### config.mk
export PLATFORM = sky130hd
export DESIGN_NAME = orx_slice
export DESIGN_NICKNAME = d
export VERILOG_FILES = /design/src/rtl/orx_pkg.sv /design/src/rtl/orx_phase.sv /design/src/rtl/orx_decode.sv /design/src/rtl/orx_regfile.sv /design/src/rtl/orx_slice.sv
export SDC_FILE = /design/constraint.sdc
export NUM_CORES = 2
export LEC_CHECK = 0
export BUFFER_PORTS_ARGS = -buffer_cell sky130_fd_sc_hd__buf_4
export CORE_MARGIN = 4
export CORE_UTILIZATION = 45
export CTS_CLUSTER_DIAMETER = 50
export DETAILED_ROUTE_END_ITERATION = 7
export PLACE_DENSITY = 0.64
export SKIP_CTS_REPAIR_TIMING = 1
export SYNTH_ARGS = -nofsm -noshare
export SYNTH_HDL_FRONTEND = slang
export SYNTH_SLANG_ARGS = --single-unit
### constraint.sdc
create_clock -name clk -period 3.5 [get_ports clk]
set_input_delay 0.7 -clock clk [delete_from_list [all_inputs] [get_ports clk]]
set_output_delay 0.7 -clock clk [all_outputs]
set_load 0.01 [all_outputs]
### src/rtl/orx_pkg.sv
package orx_pkg;
  typedef enum logic [1:0] {
    PH_DEC = 2'd0,
    PH_RD  = 2'd1,
    PH_EX  = 2'd2,
    PH_WB  = 2'd3
  } phase_e;

  localparam int unsigned OR_OPCODE = 4;
endpackage

### src/rtl/orx_phase.sv
module orx_phase
  import orx_pkg::*;
(
  input  logic   clk,
  input  logic   rst_n,
  output phase_e ph
);
  always_ff @(posedge clk or negedge rst_n) begin
    if (!rst_n) ph <= PH_DEC;
    else        ph <= phase_e'(2'(ph + 2'd1));
  end

  // the write phase is always followed by the decode phase
  a_r6_phase_wrap: assert property (@(posedge clk) disable iff (!rst_n)
    (ph == PH_WB) |=> (ph == PH_DEC));
endmodule

### src/rtl/orx_decode.sv
module orx_decode #(
  parameter int IW     = 16,
  parameter int AW     = 8,
  parameter int OPCODE = 4
) (
  input  logic [IW-1:0] word,
  output logic          hit,
  output logic          dst,
  output logic [AW-1:0] addr
);
  localparam int OPW = IW - AW - 1;

  assign hit  = (word[IW-1 -: OPW] == OPW'(OPCODE));
  assign dst  = word[AW];
  assign addr = word[AW-1:0];
endmodule

### src/rtl/orx_regfile.sv
module orx_regfile #(
  parameter int DW       = 8,
  parameter int AW       = 8,
  parameter int INIT_MUL = 37,
  parameter int INIT_ADD = 19
) (
  input  logic          clk,
  input  logic          rst_n,
  input  logic          we,
  input  logic [AW-1:0] waddr,
  input  logic [DW-1:0] wdata,
  input  logic [AW-1:0] raddr,
  output logic [DW-1:0] rdata,
  input  logic [AW-1:0] daddr,
  output logic [DW-1:0] ddata
);
  localparam int DEPTH = 1 << AW;

  logic [DW-1:0] mem [DEPTH];

  always_ff @(posedge clk or negedge rst_n) begin
    if (!rst_n) begin
      for (int i = 0; i < DEPTH; i++) mem[i] <= DW'(i * INIT_MUL + INIT_ADD);
    end else if (we) begin
      mem[waddr] <= wdata;
    end
  end

  assign rdata = mem[raddr];
  assign ddata = mem[daddr];

  // a write is present in the array on the following clock
  a_r8_write_lands: assert property (@(posedge clk) disable iff (!rst_n)
    we |=> (mem[$past(waddr)] == $past(wdata)));
endmodule

### src/rtl/orx_slice.sv
module orx_slice
  import orx_pkg::*;
#(
  parameter int DW       = 8,
  parameter int AW       = 8,
  parameter int INIT_MUL = 37,
  parameter int INIT_ADD = 19
) (
  input  logic              clk,
  input  logic              rst_n,
  input  logic              in_valid,
  output logic              in_ready,
  input  logic [AW+7:0]     in_word,
  output logic [DW-1:0]     wreg_o,
  output logic              zero_o,
  input  logic [AW-1:0]     dbg_addr,
  output logic [DW-1:0]     dbg_data
);
  localparam int IW = AW + 8;

  phase_e        ph;
  logic          dec_hit, dec_dst;
  logic [AW-1:0] dec_addr;
  logic          act, ir_dst;
  logic [AW-1:0] ir_addr;
  logic [DW-1:0] opnd, res, rf_rdata;
  logic          take, rf_we;

  orx_phase u_phase (.clk(clk), .rst_n(rst_n), .ph(ph));

  orx_decode #(.IW(IW), .AW(AW), .OPCODE(OR_OPCODE)) u_dec (
    .word(in_word), .hit(dec_hit), .dst(dec_dst), .addr(dec_addr));

  assign in_ready = (ph == PH_DEC);
  assign take     = in_valid && in_ready;
  assign rf_we    = (ph == PH_WB) && act && ir_dst;

  orx_regfile #(.DW(DW), .AW(AW), .INIT_MUL(INIT_MUL), .INIT_ADD(INIT_ADD)) u_rf (
    .clk(clk), .rst_n(rst_n),
    .we(rf_we), .waddr(ir_addr), .wdata(res),
    .raddr(ir_addr), .rdata(rf_rdata),
    .daddr(dbg_addr), .ddata(dbg_data));

  always_ff @(posedge clk or negedge rst_n) begin
    if (!rst_n) begin
      act     <= 1'b0;
      ir_dst  <= 1'b0;
      ir_addr <= '0;
      opnd    <= '0;
      res     <= '0;
      wreg_o  <= '0;
      zero_o  <= 1'b0;
    end else begin
      unique case (ph)
        PH_DEC: begin
          act <= take && dec_hit;
          if (take) begin
            ir_dst  <= dec_dst;
            ir_addr <= dec_addr;
          end
        end
        PH_RD: opnd <= rf_rdata;
        PH_EX: res  <= opnd | wreg_o;
        PH_WB: begin
          if (act) begin
            if (!ir_dst) wreg_o <= res;
            zero_o <= (res == '0);
          end
          act <= 1'b0;
        end
        default: ;
      endcase
    end
  end

  // after a word is taken, ready stays low for three clocks, then returns
  a_r6_accept_gap: assert property (@(posedge clk) disable iff (!rst_n)
    (in_valid && in_ready) |=> !in_ready ##1 !in_ready ##1 !in_ready ##1 in_ready);

  // the working register moves only on the phase-4 edge
  a_r6_wreg_edge: assert property (@(posedge clk) disable iff (!rst_n)
    !$stable(wreg_o) |-> ($past(ph) == PH_WB));

  // a write-back to the register file leaves the working register alone
  a_r4_wreg_hold: assert property (@(posedge clk) disable iff (!rst_n)
    (ph == PH_WB && act && ir_dst) |=> $stable(wreg_o));

  // with the working register as destination, the flag mirrors it
  a_r5_zero_tracks: assert property (@(posedge clk) disable iff (!rst_n)
    (ph == PH_WB && act && !ir_dst) |=> (zero_o == (wreg_o == '0)));

  // an idle or non-matching cycle changes neither output
  a_r2_nop_quiet: assert property (@(posedge clk) disable iff (!rst_n)
    (ph == PH_WB && !act) |=> ($stable(wreg_o) && $stable(zero_o)));
endmodule

# After elaboration in Yosys (flattened, before gate mapping)
# Index checks and enable logic that the tools add are counted.
classes:
  reduce_logical: 11
  order_cmp: 3
  addsub: 1
  n_eq_ne: 4
  mux: 10
  bitwise: 4
ops:
  columns: ["operator", "n"]
  rows:
  - ["$bwmux W2048", 1]
  - ["$bmux W8 S8", 2]
  - ["$demux W8 S8", 1]
  - ["$mux W8", 5]
  - ["$ge A9 B9 Y1 const B", 2]
  - ["$not A8 Y9", 2]
  - ["$lt A9 B1 Y1 const B", 1]
  - ["$logic_not A8 Y1", 1]
  - ["$or A8 B8 Y8", 1]
  - ["$eq A7 B3 Y1 const B", 1]
  - ["$logic_and A1 B1 Y1", 5]
  - ["$eq A2 B2 Y1 const B", 2]
  - ["$reduce_and A2 Y1", 2]
  - ["$reduce_and A3 Y1", 1]
  - ["$add A2 B1 Y2 const B", 1]
  - ["$eq A2 B1 Y1 const B", 1]
  - ["$logic_not A2 Y1", 1]
  - ["$pmux W1 S2", 1]
  - ["$reduce_bool A2 Y1", 1]
  - ["$not A1 Y1", 1]
word_totals:
  word_cells: 297
  input_bits: 27
  ff_bits: 2085

# Depth between registers and ports, before layout
depth:
  depth_word: 6
  depth_mapped: 13

# Cells and area by module
# From an unflattened synthesis, not the netlist that was laid out.
unflattened:
  cells_unflattened: 7304
  area_unflattened_um2: 112935.8
by_module_without_submodules:
  columns: ["module", "cells_each", "area_per_inst_um2", "instances"]
  rows:
  - ["orx_regfile", 7186, 111371.8, 1]
  - ["orx_slice", 103, 1411.4, 1]
  - ["orx_decode", 11, 90.1, 1]
  - ["orx_phase", 4, 62.6, 1]

# Worst setup path after synthesis
# OpenSTA, ideal clock, no wires.
synth_path:
  path_type: "input -> output"
  start: "in dbg_addr[0]"
  end: "out dbg_data[4]"
  path_stages: 8
  path_buffers: 2
  setup_slack_ps: -211
  arrival_time_ps: 3011
  cell_sequence: "clkbuf_1 > buf_1 > mux4_2 > mux4_2 > a22oi_1 > nand2_1 > a22oi_1 > nand3_1"
synth_via:
  elab_chain_cells: 4
synth_rtl:
  columns: ["item", "line", "rtl"]
  rows:
  - ["start: declaration", "orx_slice.sv:16", "input logic [AW-1:0] dbg_addr,"]
  - ["$not A8 Y9 (implied by the code)", "orx_regfile.sv:30", "assign ddata = mem[daddr];"]
  - ["$bmux W8 S8", "orx_regfile.sv:30", null]
  - ["$mux W8 (implied by the code) (2 in a row)", "orx_regfile.sv:30", null]
  - ["end: declaration", "orx_slice.sv:17", "output logic [DW-1:0] dbg_data"]
# Every way passes these cells. The select of a mux whose other input is x is not followed.

# Worst setup path in the final report
layout_path:
  start: "in dbg_addr[0]"
  end: "out dbg_data[3]"
# Same word-level chain as after synthesis.

==> impl_metrics.toml <==
[floorplan]
chipHeight_um = 508
ioPinCount = 45
coreArea_um2 = 249000
initial_utilization_pct = 45.3
rows = 183
die_x_um = 508
die-area_um2 = 258000

[critical_path]
path_class = "input port to output pin"
slowest_delay_ns = 0.56
crit_start = "dbg_addr[0]"
timing.critical_path.buf_inv = 6
critPathTopFamily = "buffers and inverters"
worst_setup_path_start_kind = "input port"
critPathRequiredTime_ns = 2.80
crit_chain = "buf_16 > buf_16 > buf_4 > buf_12 > mux4_2 > mux4_2 > a22oi_1 > nand2_1 > a22oi_2 > buf_4 > nand3_4 > buf_6"
reg2reg_from = "ir_addr[0]"
path_max_fanout = 13
cp.arrival_ns = 3.72
end_kind = "output pin"
cp_slowest_cell = "mux4_2"

[sta]
fin_crit_sh_pct = 126
slew_headroom_pct = 15.5
finalHoldViolCount = 0
tightest_slew_ns = 1.27
final_max_slew_viol_count = 0
rsz0062_at_grt = "yes"
fmax_mhz = 226
fin_skew_ns = 0.0727
finalCriticalPeriod_ns = 4.42
layout_setup_ws_ns = -0.923
setup_viol = 8

[clocking]
worstSkewPairLatency_ns = 0.95
worst_setup_hold_path_clk_slew_ns = 0.05
cts_buffers = 282
clockBufferDepth = 4
cts_tree = "yes"
cts_root_buf = "clkbuf_16"
cts_max_level = 5
clock-sinks = 2085

[place]
hpwl_um = 260000
port_buffers = 44
globalplace.congestion = 0.988
pre_cts_ws_ns = -1.39

[logic_synthesis]
yosys.area.top_type_share_pct = 23.9
syn_area_per_cell_um2 = 16.4
synthCells = 6882
netlist_area_um2 = 113000
yosysTopAreaCell = "dfstp_2"
synth_area_leaders = "dfstp_2 24%, mux4_2 24%, dfrtp_1 24%"
yosysUniqueCellTypes = 65
yosysWarnings = 0
syn_nets = 6913
async_flop_share_pct = 100
ys_seq_area_share_pct = 47.5
synth_edf_count = 0
ys.flop_type = "dfrtp_1"
ys_seq_elements = 2085

[global_route]
grt_pass1_wl_um = 550000
grt_max_degree = 155
met1_usage_pct = 39.8
antenna_found_initial = 13
use_met2_pct = 44.2
use_met3_pct = 7.90
grt.busiest_layer = "met2"
grt_pass1_vias = 74200
gr-usage-all-layers_pct = 29.4
overflow = 0

[finish]
fin_util_pct = 53.2
fillers = 20100
area_growth_pct = 17.4
fin_nets = 7408
drive_gt1_share_pct = 75.8

[detailed_routing]
drc = 0
drtAntennaViolNets = 0
drtPass1Iterations = 6
wire_per_inst_um = 34.9
drt_wl_total_um = 381000
vias = 71900
via_per_inst = 6.58
first_iter_violations = 7252

[power]
leakage_nw = 55.7
switching_share_pct = 24.9
p_int_mw = 43.8
power.switching_mw = 14.5
peakVddDrop_mv = 0.601
power_density_nw_per_um2 = 442
seq_power_share_pct = 41.9
clkPwrFrac_pct = 49.7
combPwrFrac_pct = 8.4

[hold_path]
min_from = "in_word[3]"
hold_class = "input port to flip-flop"

[status]
status = "finished, violations left"
failed_checks = "negative setup slack"

[flow_run]
max_cap_viol_count = 0
-- layout by cell type, fill, tap and decap left out, drive strengths merged, types with 5 or more instances in the layout --
cell type    synthesis  final
a21oi               20     20
nand3               37     37
mux2i              129    129
mux4              1190   1190
clkinv               0     45
dfstp             1024   1024
nand2              214    214
a22oi               94     94
nor2               179    179
a211oi              14     14
inv                  4     23
o211ai               6      6
dfrtp             1061   1061
and2                 9      9
a31oi                5      5
o22ai                5      5
or3                  6      6
nor3                28     28
mux2              2073   2073
o21ai               27     27
clkinvlp             0     16
nor4                11     11
diode                0      7
nor2b               23     23
clkbuf             386    394
o32ai               17     17
dlygate4sd3          0      9
a221oi               9      9
nand2b               9      9
bufinv               0     25
buf                226    808
a22o                20     20
-- final cells by class --
type | instances | area (um^2) | share of cell area [%]
diodes | 7 | 17.5 | 0.0133
clock buffers | 388 | 7990 | 6.05
clock inverters | 105 | 1330 | 1.01
inverters | 4 | 15.0 | 0.0114
multi-input cells | 4181 | 56800 | 42.9
flip-flops and latches | 2085 | 53500 | 40.5
well taps | 3330 | 4170 | 3.15
repair buffers | 823 | 8400 | 6.36
-- power by group through the flow --
stage          clock (mW)  combinational [mW]  sequential (mW)
2_1_floorplan           0                2.60             24.6
3_3_place_gp            0                4.71             24.8
3_5_place_dp            0                4.75             24.8
4_1_cts              29.4                4.75             24.5
5_1_grt              30.5                5.14             24.4
6_report             29.0                4.91             24.5
-- cells in the mapped netlist (17+ instances only) --
cell type	number
nand2_1	197
clkbuf_1	386
nand3_1	37
mux2_2	2054
a21oi_1	20
mux2i_1	129
buf_2	124
buf_6	30
o32ai_1	17
nor2_4	40
mux4_2	1190
dfrtp_1	1061
nor3_1	25
nand2_2	17
nor2b_1	23
nor2_2	64
a22oi_1	94
mux2_1	19
buf_1	40
o21ai_0	23
nor2_1	75
dfstp_2	1024
buf_4	22
a22o_1	20
-- metrics by stage --
stage / hold slack, ns / setup TNS (ns) / instances / power, mW / area, um^2
2_1_floorplan: 0.404 / 0 / 6882 / 27.2 / 113000
3_3_place_gp: 0.480 / -9.51 / 10400 / 29.5 / 122000
3_5_place_dp: 0.491 / -9.45 / 10400 / 29.6 / 122000
4_1_cts: -0.364 / -9.96 / 10900 / 58.6 / 131000
5_1_grt: 0.0126 / -6.95 / 10900 / 60.1 / 132000
6_report: 0.0402 / -6.79 / 10900 / 58.4 / 132000
-- worst register-to-register path: stages (launching register included) --
cell	delay, ns
dfrtp_4	0.49
buf_12	0.19
buf_6	0.18
buf_8	0.21
buf_4	0.24
mux4_2	0.52
mux2i_1	0.17
buf_4	0.16
o32ai_1	0.19
nor4_1	0.32
nand2_1	0.28
o32a_1	0.36
-- cell families (layout without fill, tap and decap cells) --
family                   count (synthesis)  in the layout  share of synthesized area, %
buffers and inverters                  616           1320                          2.58
AO/OA/AOI/OAI                          246            246                          1.62
AND/OR/NAND/NOR                        539            539                          2.56
flip-flops                            2085           2085                          47.5
adder cells (fa/ha/maj)                  4              4                        0.0445
other                                    0              7                             0
multiplexers                          3392           3392                          45.7
-- worst paths after layout --
kind / slack [ns] / cells after the start / to
worst max register to register: 0.04 / 11 / opnd[5]
worst max-delay path: -0.92 / 12 / dbg_data[3]
worst min-delay path: 0.04 / 2 / ir_addr[3]
worst min register to register: 0.50 / 2 / zero_o
min in group asynchronous: 0.36 / 2 / u_rf.mem[1207]
max in group asynchronous: 1.83 / 4 / u_rf.mem[947]
-- registers in the layout (all words and copies together), names as in the netlist --
| name | flops |
|---|---|
| ir_dst | 1 |
| zero_o | 1 |
| ir_addr | 8 |
| res | 8 |
| act | 1 |
| u_phase.ph | 2 |
| opnd | 8 |
| wreg_o | 8 |
| u_rf.mem | 2048 |
-- routing by layer --
layer	vias to the layer above	routed length, um
li1	28200	-
met1	39400	151000
met2	3419	174000
met3	861	35200
met4	10	20600
met5	-	69
Power figures use the tool's default switching activity.
